## src/rtl/drop_freq_ctrl.sv

```systemverilog
module drop_freq_ctrl #(
  parameter int CODE_W     = 6,
  parameter int SEL_W      = 3,
  parameter int STEP_TICKS = 4,
  parameter int SCHED_LEN  = 64,
  parameter int RST_TICKS  = 4,
  parameter int B_OFFSET   = 32,
  parameter int RESET_CODE = 0
) (
  input  logic              clk,
  input  logic              rst_n,
  input  logic [SEL_W-1:0]  div_sel,
  input  logic              below_ref,
  input  logic              drop_a,
  input  logic              drop_b,
  output logic [CODE_W-1:0] freq_code,
  output logic              det_rst_a,
  output logic              det_rst_b
);
  localparam int DIV_W = 2**SEL_W - 1;
  localparam int PH_W  = $clog2(SCHED_LEN);
  localparam int ST_W  = $clog2(STEP_TICKS);
  localparam logic [CODE_W-1:0] CODE_MAX = '1;
  localparam logic [DIV_W-1:0]  DIV_ONES = '1;

  logic [DIV_W-1:0] div_cnt;
  logic [SEL_W-1:0] sel_q;
  logic [DIV_W-1:0] div_mask;
  logic             tick;

  assign div_mask = ~(DIV_ONES << sel_q);
  assign tick     = (div_cnt == div_mask);

  always_ff @(posedge clk or negedge rst_n) begin
    if (!rst_n) begin
      div_cnt <= '0;
      sel_q   <= '0;
    end else if (tick) begin
      div_cnt <= '0;
      sel_q   <= div_sel;
    end else begin
      div_cnt <= div_cnt + 1'b1;
    end
  end

  logic [PH_W-1:0] phase;

  always_ff @(posedge clk or negedge rst_n) begin
    if (!rst_n)
      phase <= '0;
    else if (tick)
      phase <= (phase == PH_W'(SCHED_LEN-1)) ? '0 : phase + 1'b1;
  end

  logic [1:0] drop_in;
  logic [1:0] in_rst;
  logic [1:0] hit;
  assign drop_in = {drop_b, drop_a};

  for (genvar d = 0; d < 2; d++) begin : g_det
    logic [PH_W-1:0] rel;
    logic [2:0]      sh;
    assign rel       = phase - PH_W'(d * B_OFFSET);
    assign in_rst[d] = (rel < PH_W'(RST_TICKS));
    assign hit[d]    = sh[1] & ~sh[2] & (rel > PH_W'(RST_TICKS));

    always_ff @(posedge clk or negedge rst_n) begin
      if (!rst_n)
        sh <= '0;
      else if (tick)
        sh <= {sh[1:0], drop_in[d]};
    end
  end

  assign det_rst_a = in_rst[0];
  assign det_rst_b = in_rst[1];

  logic [ST_W-1:0] step_cnt;
  logic            step_fire;
  logic            drop_evt;

  assign drop_evt  = tick & (|hit);
  assign step_fire = tick & (step_cnt == ST_W'(STEP_TICKS-1));

  always_ff @(posedge clk or negedge rst_n) begin
    if (!rst_n) begin
      step_cnt  <= '0;
      freq_code <= CODE_W'(RESET_CODE);
    end else if (drop_evt) begin
      step_cnt  <= '0;
      freq_code <= CODE_MAX;
    end else if (step_fire) begin
      step_cnt <= '0;
      if (below_ref)
        freq_code <= (freq_code == CODE_MAX) ? freq_code : freq_code + 1'b1;
      else
        freq_code <= (freq_code == '0) ? freq_code : freq_code - 1'b1;
    end else if (tick) begin
      step_cnt <= step_cnt + 1'b1;
    end
  end

  p_one_armed_r5: assert property (@(posedge clk) disable iff (!rst_n)
    !(det_rst_a && det_rst_b));

  p_drop_max_r6: assert property (@(posedge clk) disable iff (!rst_n)
    drop_evt |=> (freq_code == CODE_MAX));

  p_unit_step_r3: assert property (@(posedge clk) disable iff (!rst_n)
    !drop_evt |=> (freq_code == $past(freq_code) ||
                   freq_code == $past(freq_code) + 1'b1 ||
                   freq_code == $past(freq_code) - 1'b1));

  p_hold_between_r3: assert property (@(posedge clk) disable iff (!rst_n)
    (!drop_evt && !step_fire) |=> $stable(freq_code));

  p_no_wrap_top_r4: assert property (@(posedge clk) disable iff (!rst_n)
    (freq_code == CODE_MAX && below_ref && !drop_evt) |=> (freq_code == CODE_MAX));

  p_no_wrap_floor_r4: assert property (@(posedge clk) disable iff (!rst_n)
    (freq_code == '0 && !below_ref && !drop_evt) |=> (freq_code == '0));

  p_idle_between_ticks_r2: assert property (@(posedge clk) disable iff (!rst_n)
    !tick |=> ($stable(freq_code) && $stable(det_rst_a) && $stable(det_rst_b)));

endmodule

```

## config.mk

```make
export PLATFORM = sky130hd
export DESIGN_NAME = drop_freq_ctrl
export DESIGN_NICKNAME = d
export VERILOG_FILES = /design/src/rtl/drop_freq_ctrl.sv
export SDC_FILE = /design/constraint.sdc
export NUM_CORES = 1
export LEC_CHECK = 0
export BUFFER_PORTS_ARGS = -buffer_cell sky130_fd_sc_hd__buf_2
export CAP_MARGIN = 20
export CELL_PAD_IN_SITES_DETAIL_PLACEMENT = 0
export CELL_PAD_IN_SITES_GLOBAL_PLACEMENT = 2
export CORE_AREA = 2 2 82 60
export DETAILED_ROUTE_END_ITERATION = 6
export DIE_AREA = 0 0 84 62
export GPL_TIMING_DRIVEN = 0
export PLACE_DENSITY_LB_ADDON = 0.1
export SYNTH_ARGS = -nofsm -noshare
export SYNTH_HDL_FRONTEND = slang
export SYNTH_SLANG_ARGS = --single-unit
```

## constraint.sdc

```tcl
create_clock -name clk -period 3.36 [get_ports clk]
set_clock_uncertainty 0.2 [all_clocks]
set_input_delay 1.008 -clock clk [delete_from_list [all_inputs] [get_ports clk]]
set_output_delay 1.008 -clock clk [all_outputs]
set_load 0.01 [all_outputs]
```

==> impl_metrics.toml, run 1 <==
[worst_setup_path]
cp_max_fo = 7
slowest_stage = "or4b_2"
worstReg2RegStart = "freq_code[2]"
path_class = "in -> reg"
cp.required_ns = 3.29
rr_worst_depth = 7
cp_cell_sequence = "buf_2 > inv_1 > ha_1 > o21ai_0 > or4b_2 > o41ai_1 > o31ai_1 > a21oi_1 > a41oi_1"
arrival_ns = 2.85
reg2reg_to = "freq_code[5]"
rrSetupSlack_ns = 1.00
cp-start-kind = "primary input"
cpPeakStageDelay_ns = 0.62
crit_start = "below_ref"
endpoint_kind = "register"

[power_and_ir_drop]
cellInternalPower_w = 0.00116
p_comb_share_pct = 43.8
power_w = 0.00188
seqPwrFrac_pct = 36.7
ir_drop_uv = 306
power.switching_w = 0.000721
swShare_pct = 38.3
p_leak_nw = 0.916
p_clk_share_pct = 19.5
powerDensity_nw_per_um2 = 936

[global_route]
grt_pass1_vias = 1215
grt_pass1_wl_mm = 6.11
grt.total_usage_pct = 15.6
gr-total-overflow = 0
grt_antenna_before_repair = 0
grt_start_max_net_pins = 31

[placed_design]
dpl.cell_count = 246
numPortBuffers = 15
gp_congestion = 0.791
hpwl_mm = 2.66
placed_area_um2 = 1900

[run_status]
status = "finished, final reports clean"

[synth]
ys_seq_area_share_pct = 42.9
synth_nets = 191
synthArstFlopShare_pct = 100
synth_edf_count = 0
synthCells = 174
synthFlopType = "dfrtp_1"
ys_ff_latch = 30
synth_cell_types = 46
syn_area_per_cell_um2 = 10.1
synth_area_um2 = 1750
yosysWarningCount = 0

[routing]
vias_per_cell = 5.30
routedWlPerCell_um = 14.7
wirelength_mm = 3.71
first_iter_violations = 65
drc = 0
ant_nets = 0
first_pass_iters = 7
dr_total_vias = 1341

[layout]
area_growth_pct = 14.8
fillers = 457
finalNonFillerCells = 253
drive_gt1_share_pct = 21.9
utilization_pct = 44.2
design_area_um2 = 2010
nNetsFinal = 213
antenna_cells = 0

[sta]
timing.slew.headroom_pct = 54.1
fin_tns_setup_ns = 0
worst_pin_slew_ns = 0.689
rsz0062_at_grt = "false"
setup_viol = 0
fmax_ghz = 0.343
post-route-min-period_ns = 2.91
hold_violations = 0
finalCritPeriodShare_pct = 86.7
slew_viol_final = 0

[clock_network]
clk_latency_ns = 0.28
clock-root-buffer = "clkbuf_8"
post_cts_resized = 0
cts_tree = "done"
cts.clk_slew.worst_paths_ns = 0.06
postCtsHoldBufs = 0
clock-sinks = 30
numCtsBuffers = 5
clock_path_buffers = 2
post-cts-setup-buffer-count = 0
ctsHtreeMaxLevel = 2

[job]
drv_cap = 0

[die]
start_util_pct = 38.5
io_pins = 16
fp.dieArea_um2 = 5210
die_x_um = 84
coreArea_um2 = 4550
rows = 21
die_h_um = 62

[min_path]
hp-class = "reg -> reg"
whs_endpoint = "g_det[1].sh[2]"
hold_depth = 1
min_from = "g_det[1].sh[2]"
[logic make-up after synthesis]
family                   count (synthesis)  synth area share (%)
multiplexers                             9                  5.79
buffers and inverters                   16                  5.64
adder cells (fa/ha/maj)                  9                  6.86
AO/OA/AOI/OAI                           41                  16.1
XOR/XNOR                                10                  5.00
flip-flops                              30                  42.9
AND/OR/NAND/NOR                         59                  17.7
[critical path: cells and delay by family]
family                   cells  cell delay [ns]
buffers and inverters        2             0.26
AND/OR/NAND/NOR              1             0.62
AO/OA/AOI/OAI                5             0.57
adder cells (fa/ha/maj)      1             0.38
[registers in the layout, indices dropped and copies added (netlist names)]
name       flops
div_cnt        7
freq_code      6
g_det.sh       6
phase          6
step_cnt       2
sel_q          3
[per-stage QoR]
step / setup slack, ns / hold slack [ns]
after floorplan: 0.490 / 0.271
after global placement: 0.216 / 0.281
after detailed placement: 0.175 / 0.294
after CTS: 0.472 / 0.309
after global routing: 0.235 / 0.318
final: 0.446 / 0.305
[per-layer routing]
layer / global-route usage (%) / share of wire [%] / routed length [um]
met5: 0 / 0 / 0
met4: 4.84 / 0.54 / 20
met3: 4.76 / 5.2 / 193
met2: 22.3 / 40 / 1490
met1: 22.8 / 54 / 2010
[cell usage after synthesis, types with 3 or more instances]
cell / count / area (um^2)
dfrtp_1: 30 / 751
nor2_1: 15 / 56.3
nand2_1: 11 / 41.3
mux2_2: 9 / 101
ha_1: 8 / 100
nand3_1: 8 / 40.0
o21ai_0: 8 / 40.0
a21oi_1: 7 / 35.0
inv_1: 7 / 26.3
xnor2_1: 6 / 52.6
a31oi_1: 4 / 25.0
nand4_1: 4 / 25.0
nor2b_1: 4 / 25.0
xor2_1: 4 / 35.0
buf_2: 3 / 15.0
nor3_1: 3 / 15.0
nor4_1: 3 / 18.8
o22a_1: 3 / 26.3
[worst max-delay path by stage]
stage	to	depth (start not counted)	slack, ns
floorplan	freq_code[5]	8	0.49
global placement	freq_code[5]	9	0.22
detailed placement	freq_code[5]	9	0.18
CTS	freq_code[5]	9	0.47
global route	freq_code[5]	9	0.23
finish	freq_code[5]	9	0.45
[layout by cell type, fill, tap and decap left out, types with 6 or more instances in the layout]
cell	count
dfrtp_1	30
buf_2	18
nor2_1	15
nand2_1	11
mux2_2	9
o21ai_0	8
nand3_1	8
ha_1	8
inv_1	7
a21oi_1	7
xnor2_1	6
clkbuf_8	6
[power by group through the flow]
stage                     clock, W  combinational [W]  sequential (W)
after floorplan                  0           0.000652        0.000656
after global placement           0           0.000812        0.000683
after detailed placement         0           0.000821        0.000692
after CTS                 0.000381           0.000831        0.000687
after global routing      0.000393           0.000936        0.000717
final                     0.000368           0.000824        0.000690
[area by class of cell]
type	instances	area, um^2	share of cell area [%]
multi-input combinational	128	902	44.9
sequential	30	751	37.3
clock buffer	6	82.6	4.11
timing repair buffer	15	75.1	3.73
buffer	9	72.6	3.61
tap	57	71.3	3.55
clock inverter	1	30.0	1.49
inverter	7	26.3	1.31
Note: power is estimated with default switching activity, not from simulation.
==> run 2: changes to the inputs <==
Settings changed: CELL_PAD_IN_SITES_DETAIL_PLACEMENT 0 to unset, CELL_PAD_IN_SITES_GLOBAL_PLACEMENT 2 to unset, CORE_AREA 2 2 82 60 to 2 2 71 53, DIE_AREA 0 0 84 62 to 0 0 73 55, PLACE_DENSITY set to 0.72, PLACE_DENSITY_LB_ADDON 0.1 to unset.
==> run 2 against run 1 <==
Compared with the run above:
- clock power is 24% lower
- critical path depth did not move
- count of clock-buffer cells in the layout unchanged
- maximum frequency rose by 2.2%
- sequential power is 0.9% lower
- register-to-register slack better by 0.05 ns
- sequential share of layout area up 0.98 points
- via count grew 0.37%
- global-route usage is 3.6 points higher
- core utilization up 14 points
- sequential cell count is the same
- cell area fell by 2.6%
==> impl_metrics.toml, run 2 (same netlist as run 1, synthesis figures left out) <==
[worst_setup_path]
crit_family = "simple AND/OR/NAND/NOR gates"
cpPeakStageDelay_ns = 0.61
cp.required_ns = 3.29
cp_max_fo = 7
path_class = "in -> reg"
cp_cell_sequence = "buf_2 > inv_1 > ha_1 > o21ai_0 > or4b_2 > o41ai_1 > o31ai_1 > a21oi_1 > a41oi_1"
arrival_ns = 2.78
cp-start-kind = "primary input"
path_buf_inv = 2
endpoint_kind = "register"
slowest_stage = "or4b_2"

[sta]
timing.slew.headroom_pct = 57.0
fin_tns_setup_ns = 0
hold_violations = 0
hold-worst-slack_ns = 0.298
setup_viol = 0
finalCritPeriodShare_pct = 84.9
fmax_ghz = 0.351
slew_viol_final = 0
rsz0062_at_grt = "false"
post-route-min-period_ns = 2.85
worst_pin_slew_ns = 0.645

[min_path]
hp-class = "reg -> reg"

[global_route]
grt_pass1_wl_mm = 5.62
grt_antenna_before_repair = 0
grt_pass1_vias = 1265
grt.total_usage_pct = 19.2
grt_start_max_net_pins = 31
gr-total-overflow = 0

[placed_design]
gp_congestion = 0.855
numPortBuffers = 15
hpwl_mm = 2.44

[clock_network]
ctsHtreeMaxLevel = 2
cts.clk_slew.worst_paths_ns = 0.06
cts_tree = "done"
numCtsBuffers = 5
clock_path_buffers = 2
post_cts_resized = 0
clk_latency_ns = 0.28
postCtsHoldBufs = 0
clock-root-buffer = "clkbuf_8"
clock-sinks = 30
post-cts-setup-buffer-count = 0

[layout]
largest_register = "div_cnt"
final_common_cell = "dfrtp_1"
largest_register_ffs = 7
final_cell_mix = "30 x dfrtp_1, 18 x buf_2, 15 x nor2_1, 11 x nand2_1, 9 x mux2_2"
nNetsFinal = 213
multi_input_area_um2 = 902
drive_gt1_share_pct = 21.5
fillers = 280
seq_area_um2 = 751
antenna_cells = 0
area_growth_pct = 11.9

[routing]
dr_total_vias = 1346
ant_nets = 0
met2WireLength_mm = 1.47
drc = 0
drt-met1-wl_mm = 1.68
first_pass_iters = 4
vias_per_cell = 5.73
routedWlPerCell_um = 14.1
first_iter_violations = 97
wl_met3_um = 125
top_layer_used = "met4"
wirelength_mm = 3.32

[power_and_ir_drop]
p_leak_nw = 0.902
ir_drop_uv = 356
powerDensity_nw_per_um2 = 913

[die]
die_x_um = 73
rows = 18
fp.dieArea_um2 = 4020
die_h_um = 55
io_pins = 16
coreArea_um2 = 3360
start_util_pct = 52.2

[job]
drv_cap = 0

[run_status]
status = "finished, final reports clean"
==> run 2: changes by cell type in the layout (fill, tap and decap cells not counted), sizes merged <==
| cell | delta |
|---|---|
| bufinv | -1 |
==> run 2: cell type report <==
type	count	area share (%)
plain buffers	9	3.70
flip-flops and latches	30	38.3
well taps	40	2.55
multi-input cells	128	46.0
clock buffers	6	4.21
repair buffers	15	3.83
inverters	7	1.34
==> run 2: stage by stage <==
step / instance area [um^2] / setup WS, ns / utilization, % / instances / total power, W
floorplan: 1750 / 0.490 / - / 174 / 0.00131
global placement: 1880 / 0.260 / 55.9 / 229 / 0.00146
detailed placement: 1880 / 0.228 / 55.9 / 229 / 0.00152
CTS: 1960 / 0.526 / 58.4 / 235 / 0.00180
global route: 1960 / 0.310 / 58.4 / 235 / 0.00194
finish: 1960 / 0.508 / 58.4 / 235 / 0.00179
==> run 2: layer usage <==
layer / global-route usage, % / vias up
li1: - / 666
met2: 28.4 / 28
met3: 5.62 / 7
met5: 0 / -
met4: 9.57 / 0
met1: 25.9 / 645
==> run 2: path summary, 6_finish.rpt <==
path | slack, ns | cells after the start | endpoint | startpoint
worst max-delay path | 0.51 | 9 | freq_code[5] | below_ref
min in group asynchronous | 0.55 | 1 | phase[2] | rst_n
worst min register to register | 0.30 | 1 | g_det[1].sh[2] | g_det[1].sh[2]
worst max register to register | 1.05 | 7 | freq_code[5] | freq_code[2]
max in group asynchronous | 1.99 | 1 | div_cnt[5] | rst_n
worst min-delay path | 0.30 | 1 | g_det[1].sh[2] | g_det[1].sh[2]
==> run 2: where the power goes <==
part	leakage [nW]	switching (W)	internal, W	total (W)
registers	0.378	0.000167	0.000517	0.000684
logic	0.481	0.000416	0.000410	0.000826
clock network	0.0431	0.000122	0.000157	0.000280
total	0.902	0.000705	0.00108	0.00179
